File: src/rtl/pam_pkg.sv
package pam_pkg;
  localparam int CPU_AW = 34;
  localparam int PCI_AW = 32;
  localparam int LEN_W  = 3;
  localparam int MASK_W = 32;
  localparam int DATA_W = 256;
  localparam int SHIFT  = 5;
  localparam int HI_W   = PCI_AW - (PCI_AW - SHIFT);
  localparam int SPARSE_MAX_LEN = 3;
  localparam int DREAD_MAX_LEN  = 3;
  localparam int DWRITE_MAX_LEN = 5;

  typedef struct packed {
    logic              write;
    logic [PCI_AW-1:0] addr;
    logic [LEN_W-1:0]  len;
    logic [MASK_W-1:0] mask;
    logic [DATA_W-1:0] data;
  } pci_req_t;
endpackage

File: src/rtl/pam_xlate.sv
module pam_xlate
  import pam_pkg::*;
(
  input  logic              write,
  input  logic [CPU_AW-1:0] cpu_addr,
  input  logic [LEN_W-1:0]  len,
  input  logic [MASK_W-1:0] mask,
  input  logic [HI_W-1:0]   hi_field,
  output logic [PCI_AW-1:0] pci_addr,
  output logic              legal
);
  logic              dense;
  logic [MASK_W-1:0] need;
  logic              full_mask;

  assign dense = cpu_addr[CPU_AW-1];

  always_comb begin
    for (int i = 0; i < MASK_W; i++)
      need[i] = (i < (1 << len));
  end
  assign full_mask = ((mask & need) == need);

  always_comb begin
    if (dense) begin
      pci_addr = cpu_addr[PCI_AW-1:0];
      if (write) legal = full_mask && (int'(len) <= DWRITE_MAX_LEN);
      else       legal = full_mask && (int'(len) <= DREAD_MAX_LEN);
    end else begin
      pci_addr = {hi_field, cpu_addr[PCI_AW-1:SHIFT]};
      legal    = (int'(len) <= SPARSE_MAX_LEN);
    end
  end
endmodule

File: src/rtl/pam_queue.sv
module pam_queue
  import pam_pkg::*;
#(
  parameter int DEPTH = 2,
  localparam int PTR_W = (DEPTH > 1) ? $clog2(DEPTH) : 1,
  localparam int CNT_W = $clog2(DEPTH + 1)
) (
  input  logic             clk,
  input  logic             rst,
  input  logic             push,
  input  pci_req_t         din,
  input  logic             pop,
  output pci_req_t         dout,
  output logic             empty,
  output logic             full
);
  pci_req_t          mem [DEPTH];
  logic [PTR_W-1:0]  wr_ptr, rd_ptr;
  logic [CNT_W-1:0]  count;

  assign empty = (count == '0);
  assign full  = (count == CNT_W'(DEPTH));
  assign dout  = mem[rd_ptr];

  always_ff @(posedge clk) begin
    if (push) mem[wr_ptr] <= din;
  end

  always_ff @(posedge clk) begin
    if (rst) begin
      wr_ptr <= '0;
      rd_ptr <= '0;
      count  <= '0;
    end else begin
      if (push) wr_ptr <= (wr_ptr == PTR_W'(DEPTH - 1)) ? '0 : wr_ptr + 1'b1;
      if (pop)  rd_ptr <= (rd_ptr == PTR_W'(DEPTH - 1)) ? '0 : rd_ptr + 1'b1;
      case ({push, pop})
        2'b10:   count <= count + 1'b1;
        2'b01:   count <= count - 1'b1;
        default: count <= count;
      endcase
    end
  end
endmodule

File: src/rtl/pci_addr_map.sv
module pci_addr_map
  import pam_pkg::*;
#(
  parameter int SLOTS = 2
) (
  input  logic              clk,
  input  logic              rst,
  input  logic [HI_W-1:0]   sparse_hi,
  input  logic              req_valid,
  output logic              req_ready,
  input  logic              req_write,
  input  logic [CPU_AW-1:0] req_addr,
  input  logic [LEN_W-1:0]  req_len,
  input  logic [MASK_W-1:0] req_mask,
  input  logic [DATA_W-1:0] req_data,
  output logic              err_o,
  output logic              out_valid,
  input  logic              out_ready,
  output logic              out_write,
  output logic [PCI_AW-1:0] out_addr,
  output logic [LEN_W-1:0]  out_len,
  output logic [MASK_W-1:0] out_mask,
  output logic [DATA_W-1:0] out_data
);
  logic [PCI_AW-1:0] xl_addr;
  logic              xl_ok;
  logic              q_empty, q_full;
  logic              fire, push, pop;
  pci_req_t          q_in, q_out;

  pam_xlate u_xlate (
    .write(req_write), .cpu_addr(req_addr), .len(req_len), .mask(req_mask),
    .hi_field(sparse_hi), .pci_addr(xl_addr), .legal(xl_ok)
  );

  assign req_ready = req_write ? !q_full : q_empty;
  assign fire      = req_valid && req_ready;
  assign push      = fire && xl_ok;
  assign pop       = out_valid && out_ready;

  assign q_in = '{write: req_write, addr: xl_addr, len: req_len,
                  mask: req_mask, data: req_data};

  pam_queue #(.DEPTH(SLOTS)) u_queue (
    .clk(clk), .rst(rst), .push(push), .din(q_in), .pop(pop),
    .dout(q_out), .empty(q_empty), .full(q_full)
  );

  assign out_valid = !q_empty;
  assign out_write = q_out.write;
  assign out_addr  = q_out.addr;
  assign out_len   = q_out.len;
  assign out_mask  = q_out.mask;
  assign out_data  = q_out.data;

  always_ff @(posedge clk) begin
    if (rst) err_o <= 1'b0;
    else     err_o <= fire && !xl_ok;
  end
endmodule

File: config.mk
export PLATFORM = sky130hd
export DESIGN_NAME = pci_addr_map
export DESIGN_NICKNAME = d
export VERILOG_FILES = /design/src/rtl/pam_pkg.sv /design/src/rtl/pam_xlate.sv /design/src/rtl/pam_queue.sv /design/src/rtl/pci_addr_map.sv
export SDC_FILE = /design/constraint.sdc
export NUM_CORES = 1
export LEC_CHECK = 0
export ABC_AREA = 0
export ABC_CLOCK_PERIOD_IN_PS = 19570
export BUFFER_PORTS_ARGS = -buffer_cell sky130_fd_sc_hd__buf_4
export CAP_MARGIN = 25
export CORE_AREA = 2 2 260 262
export DETAILED_ROUTE_END_ITERATION = 7
export DIE_AREA = 0 0 262 264
export SLEW_MARGIN = 10
export SYNTH_ARGS = -nofsm -noshare
export SYNTH_HDL_FRONTEND = slang
export SYNTH_HIERARCHICAL = 1
export SYNTH_SLANG_ARGS = --single-unit
File: constraint.sdc
create_clock -name clk -period 19.57 [get_ports clk]
set_clock_uncertainty 0.05 [all_clocks]
set_input_delay 2.9355 -clock clk [delete_from_list [all_inputs] [get_ports clk]]
set_output_delay 2.9355 -clock clk [all_outputs]
set_load 0.1 [all_outputs]
After elaboration in Yosys (flattened, before gate mapping) --
Memory sizes are Yosys's and may differ from the RTL's. A register that Yosys moved wholly into a read port is not among the register bits. Cells that the tools add are included.
Operators by class: muxes and demuxes 11, eq/ne operators 4, add/sub/neg operators 4, reduce and logical (&&, ||, !) cells 11, shift operators 1, bitwise gates (word level) 1, magnitude comparators 34
Operator list (number):
- less-than comparator 6 x 32 -> 1 bit (first input constant) | 16
- less-than comparator 5 x 32 -> 1 bit (first input constant) | 8
- less-than comparator 4 x 32 -> 1 bit (first input constant) | 4
- less-than comparator 3 x 32 -> 1 bit (first input constant) | 2
- bitwise AND 32 bit | 1
- == test 32 bit | 1
- less-than comparator 1 x 32 -> 1 bit (first input constant) | 1
- less-than comparator 2 x 32 -> 1 bit (first input constant) | 1
- 2-to-1 mux 32 bit | 1
- left shift 1 x 3 -> 32 bit (first input constant) | 1
- 2-to-1 mux 1 bit | 9
- logical AND 1 bit | 6
- == test 2 bit (second input constant) | 2
- case mux 2 bit (2 select lines) | 1
- <= comparator 3 x 2 -> 1 bit (second input constant) | 1
- <= comparator 3 bit (second input constant) | 1
- logical NOT 1 bit | 3
- adder 1 bit (second input constant) | 2
- adder 2 x 1 -> 2 bit (second input constant) | 1
- == test 2 x 1 -> 1 bit (second input constant) | 1
- logical NOT 2 bit | 1
- nonzero test 2 bit | 1
- subtractor 2 x 1 -> 2 bit (second input constant) | 1
Word-level totals: bits in writable memories 648, memories 1, output and inout port bits 327, register bits 5, logic and storage cells 71, bits of input ports 335
Memories:
- u_queue.mem | words 2, width 324, rd ports 1, clocked after memory_dff 1, write ports 1, RTL line pam_queue.sv:17 | pci_req_t mem [DEPTH];

Logic depth before layout (Yosys ltp) --
depth after elaboration 10, mapped depth 12, mapped depth without buffers 11

Hierarchy --
Netlist, hierarchy kept.
Modules (own cells, without submodules):
- pam_queue | area an instance 23677.7 µm², cells each 1030, sequential area each 19558.8 µm², times used 1
- pam_xlate | area an instance 634.4 µm², cells each 54, sequential area each 0.0 µm², times used 1
- pci_addr_map | area an instance 86.3 µm², cells each 10, sequential area each 20.0 µm², times used 1

Worst setup path after synthesis --
No wires, ideal clock.
kind input-to-reg, from in req_mask[7], to mem u_queue/mem[0][0] (netlist bit) (enable), arrival 17339 ps, required time 18505 ps, slack 1165 ps, buffers on the path 0, library setup time 1015 ps, stages 8, cells stage by stage nand4_1 > a21boi_1 > o2111ai_1 > a22oi_2 > nand2_1 > a21oi_1 > inv_1 > nor2_1
Between the ends: longest elaborated chain between the ends 8, elaborated cells between the ends (all ways) 9, classes of those cells eq/ne: 1; mux: 4; bitwise: 1; reduce/logical: 3
RTL lines:
- from (decl) | RTL line pci_addr_map.sv:14 | input logic [MASK_W-1:0] req_mask,
- bitwise AND 32 bit (*) | RTL line pam_xlate.sv:22 | assign full_mask = ((mask & need) == need);
- == test 32 bit (*) | RTL line pam_xlate.sv:22
- logical AND 1 bit, on equally long branches | RTL line pam_xlate.sv:28, pam_xlate.sv:27
- 2-to-1 mux 1 bit (*) | RTL line pam_xlate.sv:27 | if (write) legal = full_mask && (int'(len) <= DWRITE_MAX_LEN);
- 2-to-1 mux 1 bit (*) | RTL line pam_xlate.sv:25 | if (dense) begin
- via xl_ok | RTL line pci_addr_map.sv:26 | logic xl_ok;
- logical AND 1 bit (*) | RTL line pci_addr_map.sv:38 | assign push = fire && xl_ok;
- via push | RTL line pci_addr_map.sv:28 | logic fire, push, pop;
- 2-to-1 mux 1 bit (*) | RTL line pam_queue.sv:26 | if (push) mem[wr_ptr] <= din;
- 2-to-1 mux 1 bit (not written as such) (*) | RTL line pam_queue.sv:26
- to (decl) | RTL line pam_queue.sv:17
The timed path passes the listed nets; every way through them passes the cells marked *.

==> flow_summary_export.csv <==
group,metric,value,unit
clocking,holdBufCountCts,0,
power,clkPwrFrac,33.4,%
logic_synthesis,synth_nets,1430,
cells_and_area,multiInputGateArea,4402,um2
die,num_rows,95,
placed_design,portBuffers,660,
cells_and_area,area_delta_synth_final,33.14,%
clocking,cts_buffers,72,
power,p_sw,1.258,mW
clocking,clock_tree.root_cell,"clkbuf_16",
logic_synthesis,syn_avg_cell_area,22.30,um2
global_routing,grt_max_degree,172,
setup_path,cp_slowest_cell,"buf_4",
placed_design,hpwl,39730,um
placed_design,gp_congestion,0.7904,
drt,drt_iter0_drc,876,
drt,dr_total_vias,12710,
logic_synthesis,synthCells,1094,
setup_path,cp-end-kind,"output port",
logic_synthesis,ys_seq_elements,654,
drt,dr.pass1.iters,4,
die,fp.dieH,264,um
drt,drc,0,
clocking,tritoncts,"yes",
die,io_pins,662,
global_routing,grt_pass1_vias,13560,
clocking,ctsResizeCount,0,
outcome,status,"completed",
die,die_x,262,um
global_routing,grt_overflow,0,
timing,min_period,6.915,ns
logic_synthesis,synth_edf_count,648,
setup_path,cp_num_buf_inv,4,
setup_path,cp_cell_sequence,"buf_16 -> buf_4 -> buf_4 -> mux2_2 -> buf_4",
logic_synthesis,dominantRegCellSynth,"edfxtp_1",
die,initial_core_util,36.65,%
cells_and_area,fillers,5668,
logic_synthesis,synth_sequential_area_ratio,80.25,%
die,die-area,69170,um2
setup_path,worstPathMaxFanout,65,
power,totalPowerFinal,3.805,mW
logic_synthesis,syn_area,24400,um2
timing,rsz0062_at_grt,"false",
cells_and_area,num-nets-final,2139,
setup_path,critical_path_class,"reg2out",
logic_synthesis,synth_warnings,6,
global_routing,grt_usage,15.96,%
timing,timing.fmax,144.6,MHz
clocking,cts.sinks,654,
logic_synthesis,synth-async-reset-ratio,0,%
timing,setup_slack,12.65,ns
cells_and_area,drive_above_1_share,60.97,%
clocking,htreeDepth,3,
clocking,cts_setup_buffers,0,
timing,slew-limit-headroom,23.02,%
drt,vias_per_cell,4.654,
logic_synthesis,yosysTopAreaCellShare,79.75,%
timing,fin_crit_sh,35.34,%
logic_synthesis,ys_types,29,
placed_design,dp_slack,11.84,ns
drt,ant_nets,0,
setup_path,arrival,3.93,ns
cells_and_area,final_cell_mix,"buf_4 (670), edfxtp_1 (648), mux2_2 (327)",
timing,hold_viol,0,
power,comb_power_share,24.9,%
run,drv_cap,0,
setup_path,start_kind,"register",
drt,routed_wl,57550,um
power,seq_power_share,41.7,%
timing,final_max_slew_viol_count,0,
power,internal_power,2.547,mW
power,p_sw_share,33.06,%
clocking,path_clk_slew,0.05,ns
setup_path,cpMostUsedCell,"buf_4",
worst_hold_path,hp-class,"reg2reg",
die,core-area,66560,um2
cells_and_area,regArea,19580,um2
cells_and_area,mostFrequentLayoutCell,"buf_4",
global_routing,grt_pass1_wl,82140,um
setup_path,required,16.58,ns
clocking,cts_buffer_depth,3,
timing,setup_viol,0,
clocking,clock_latency,0.60,ns
logic_synthesis,synth_top_cells_by_area,"edfxtp_1 (80%), mux2_2 (15%), mux2_4 (1.8%)",
timing,tightest_slew,1.155,ns
power,vdd_drop_max,0.08416,mV
logic_synthesis,synth_top_cell_by_area,"edfxtp_1",
global_routing,antenna_found_initial,4,
drt,wl_per_cell,21.08,um
setup_path,slowest_delay,0.79,ns
power,p_per_area,117.1,nW/um2
power,power_leakage,11.79,nW
setup_path,cp_top_family,"buffers and inverters",
timing,finalSetupTns,0,ns
[worst reg2reg max path, delay by kind of cell (launching register included)]
family / cells / cell delay (ns)
AOI/OAI and AO/OA: 1 / 0.29
buffers and inverters: 4 / 2.00
DFF: 1 / 0.35
and+or+nand+nor: 3 / 0.67
[area by class of cell]
class,instances,area share [%]
Tap cell,873,3.363
Inverter,4,0.04622
Clock buffer,95,5.878
Sequential cell,654,60.28
Multi-Input combinational cell,396,13.55
Clock inverter,31,1.001
Timing Repair Buffer,675,15.86
Antenna cell,2,0.01541
[kinds of logic (layout without fill, tap and decap cells)]
family                   count (synthesis)  in the layout  synth area share (%)
AO/OA/AOI/OAI                            9              9                0.3333
XOR/XNOR                                 4              4                0.1436
adder cells (fa/ha/maj)                  1              1               0.05127
buffers and inverters                   44            805                 1.754
flip-flops                             654            654                 80.25
multiplexers                           356            356                 16.88
other                                    0              2                     0
AND/OR/NAND/NOR                         26             26                0.5949
[state kept, by name, indices dropped and copies added, names as in the netlist, named ones only]
name	count
u_queue/wr_ptr	1
u_queue/rd_ptr	1
u_queue/count	2
u_queue/mem	648
err_o	1
[final timing paths]
kind | cells after the start | start | end | slack (ns)
worst max-delay path | 5 | register | out_data[110] | 12.65
worst min-delay path | 2 | u_queue/count[1]$_SDFFE_PP0P_ | u_queue/count[1]$_SDFFE_PP0P_ | 0.47
worst min register to register | 2 | u_queue/count[1]$_SDFFE_PP0P_ | u_queue/count[1]$_SDFFE_PP0P_ | 0.47
worst max register to register | 8 | u_queue/count[0]$_SDFFE_PP0P_ | u_queue/mem[0][229]$_DFFE_PP_ | 15.77
[Yosys cell counts, types with 2 or more instances]
cell type  count
buf_2          6
mux2_4        29
o21ai_0        2
nand3_1        2
edfxtp_1     648
mux2_2       327
nor2b_1        2
xnor2_1        3
inv_1          4
nand2b_1       2
dfxtp_1        6
nor2_1         6
nand4_1        5
a21oi_1        2
nand2_1        3
buf_6         34
[power groups by stage]
stage                     sequential [mW]  combinational [mW]  clock [mW]
final                                1.59               0.946        1.27
after global routing                 1.59               0.976        1.36
after CTS                            1.59               0.955        1.31
after detailed placement             1.62               0.953           0
after global placement               1.62               0.940           0
after floorplan                      1.63               0.749           0
[through the flow]
stage / util (%) / std cells / hold slack (ns) / instance area (um2)
2_1_floorplan: - / 1094 / 0.4108 / 24400
3_3_place_gp: 45.28 / 2598 / 0.4356 / 30140
3_5_place_dp: 45.36 / 2600 / 0.4584 / 30200
4_1_cts: 48.72 / 2726 / 0.4673 / 32430
5_1_grt: 48.80 / 2729 / 0.5110 / 32480
6_report: 48.80 / 2730 / 0.4658 / 32480
[per-layer routing]
layer	vias to the layer above	routed length (um)	share of wire (%)	GRT usage, %
li1	5796	-	-	-
met1	6320	19940	35	16.69
met2	471	29540	51	27.74
met3	115	5891	10	6.573
met4	4	2145	3.7	7.360
met5	-	25	0.043	0
No activity file was read; power rests on OpenSTA's default activity.
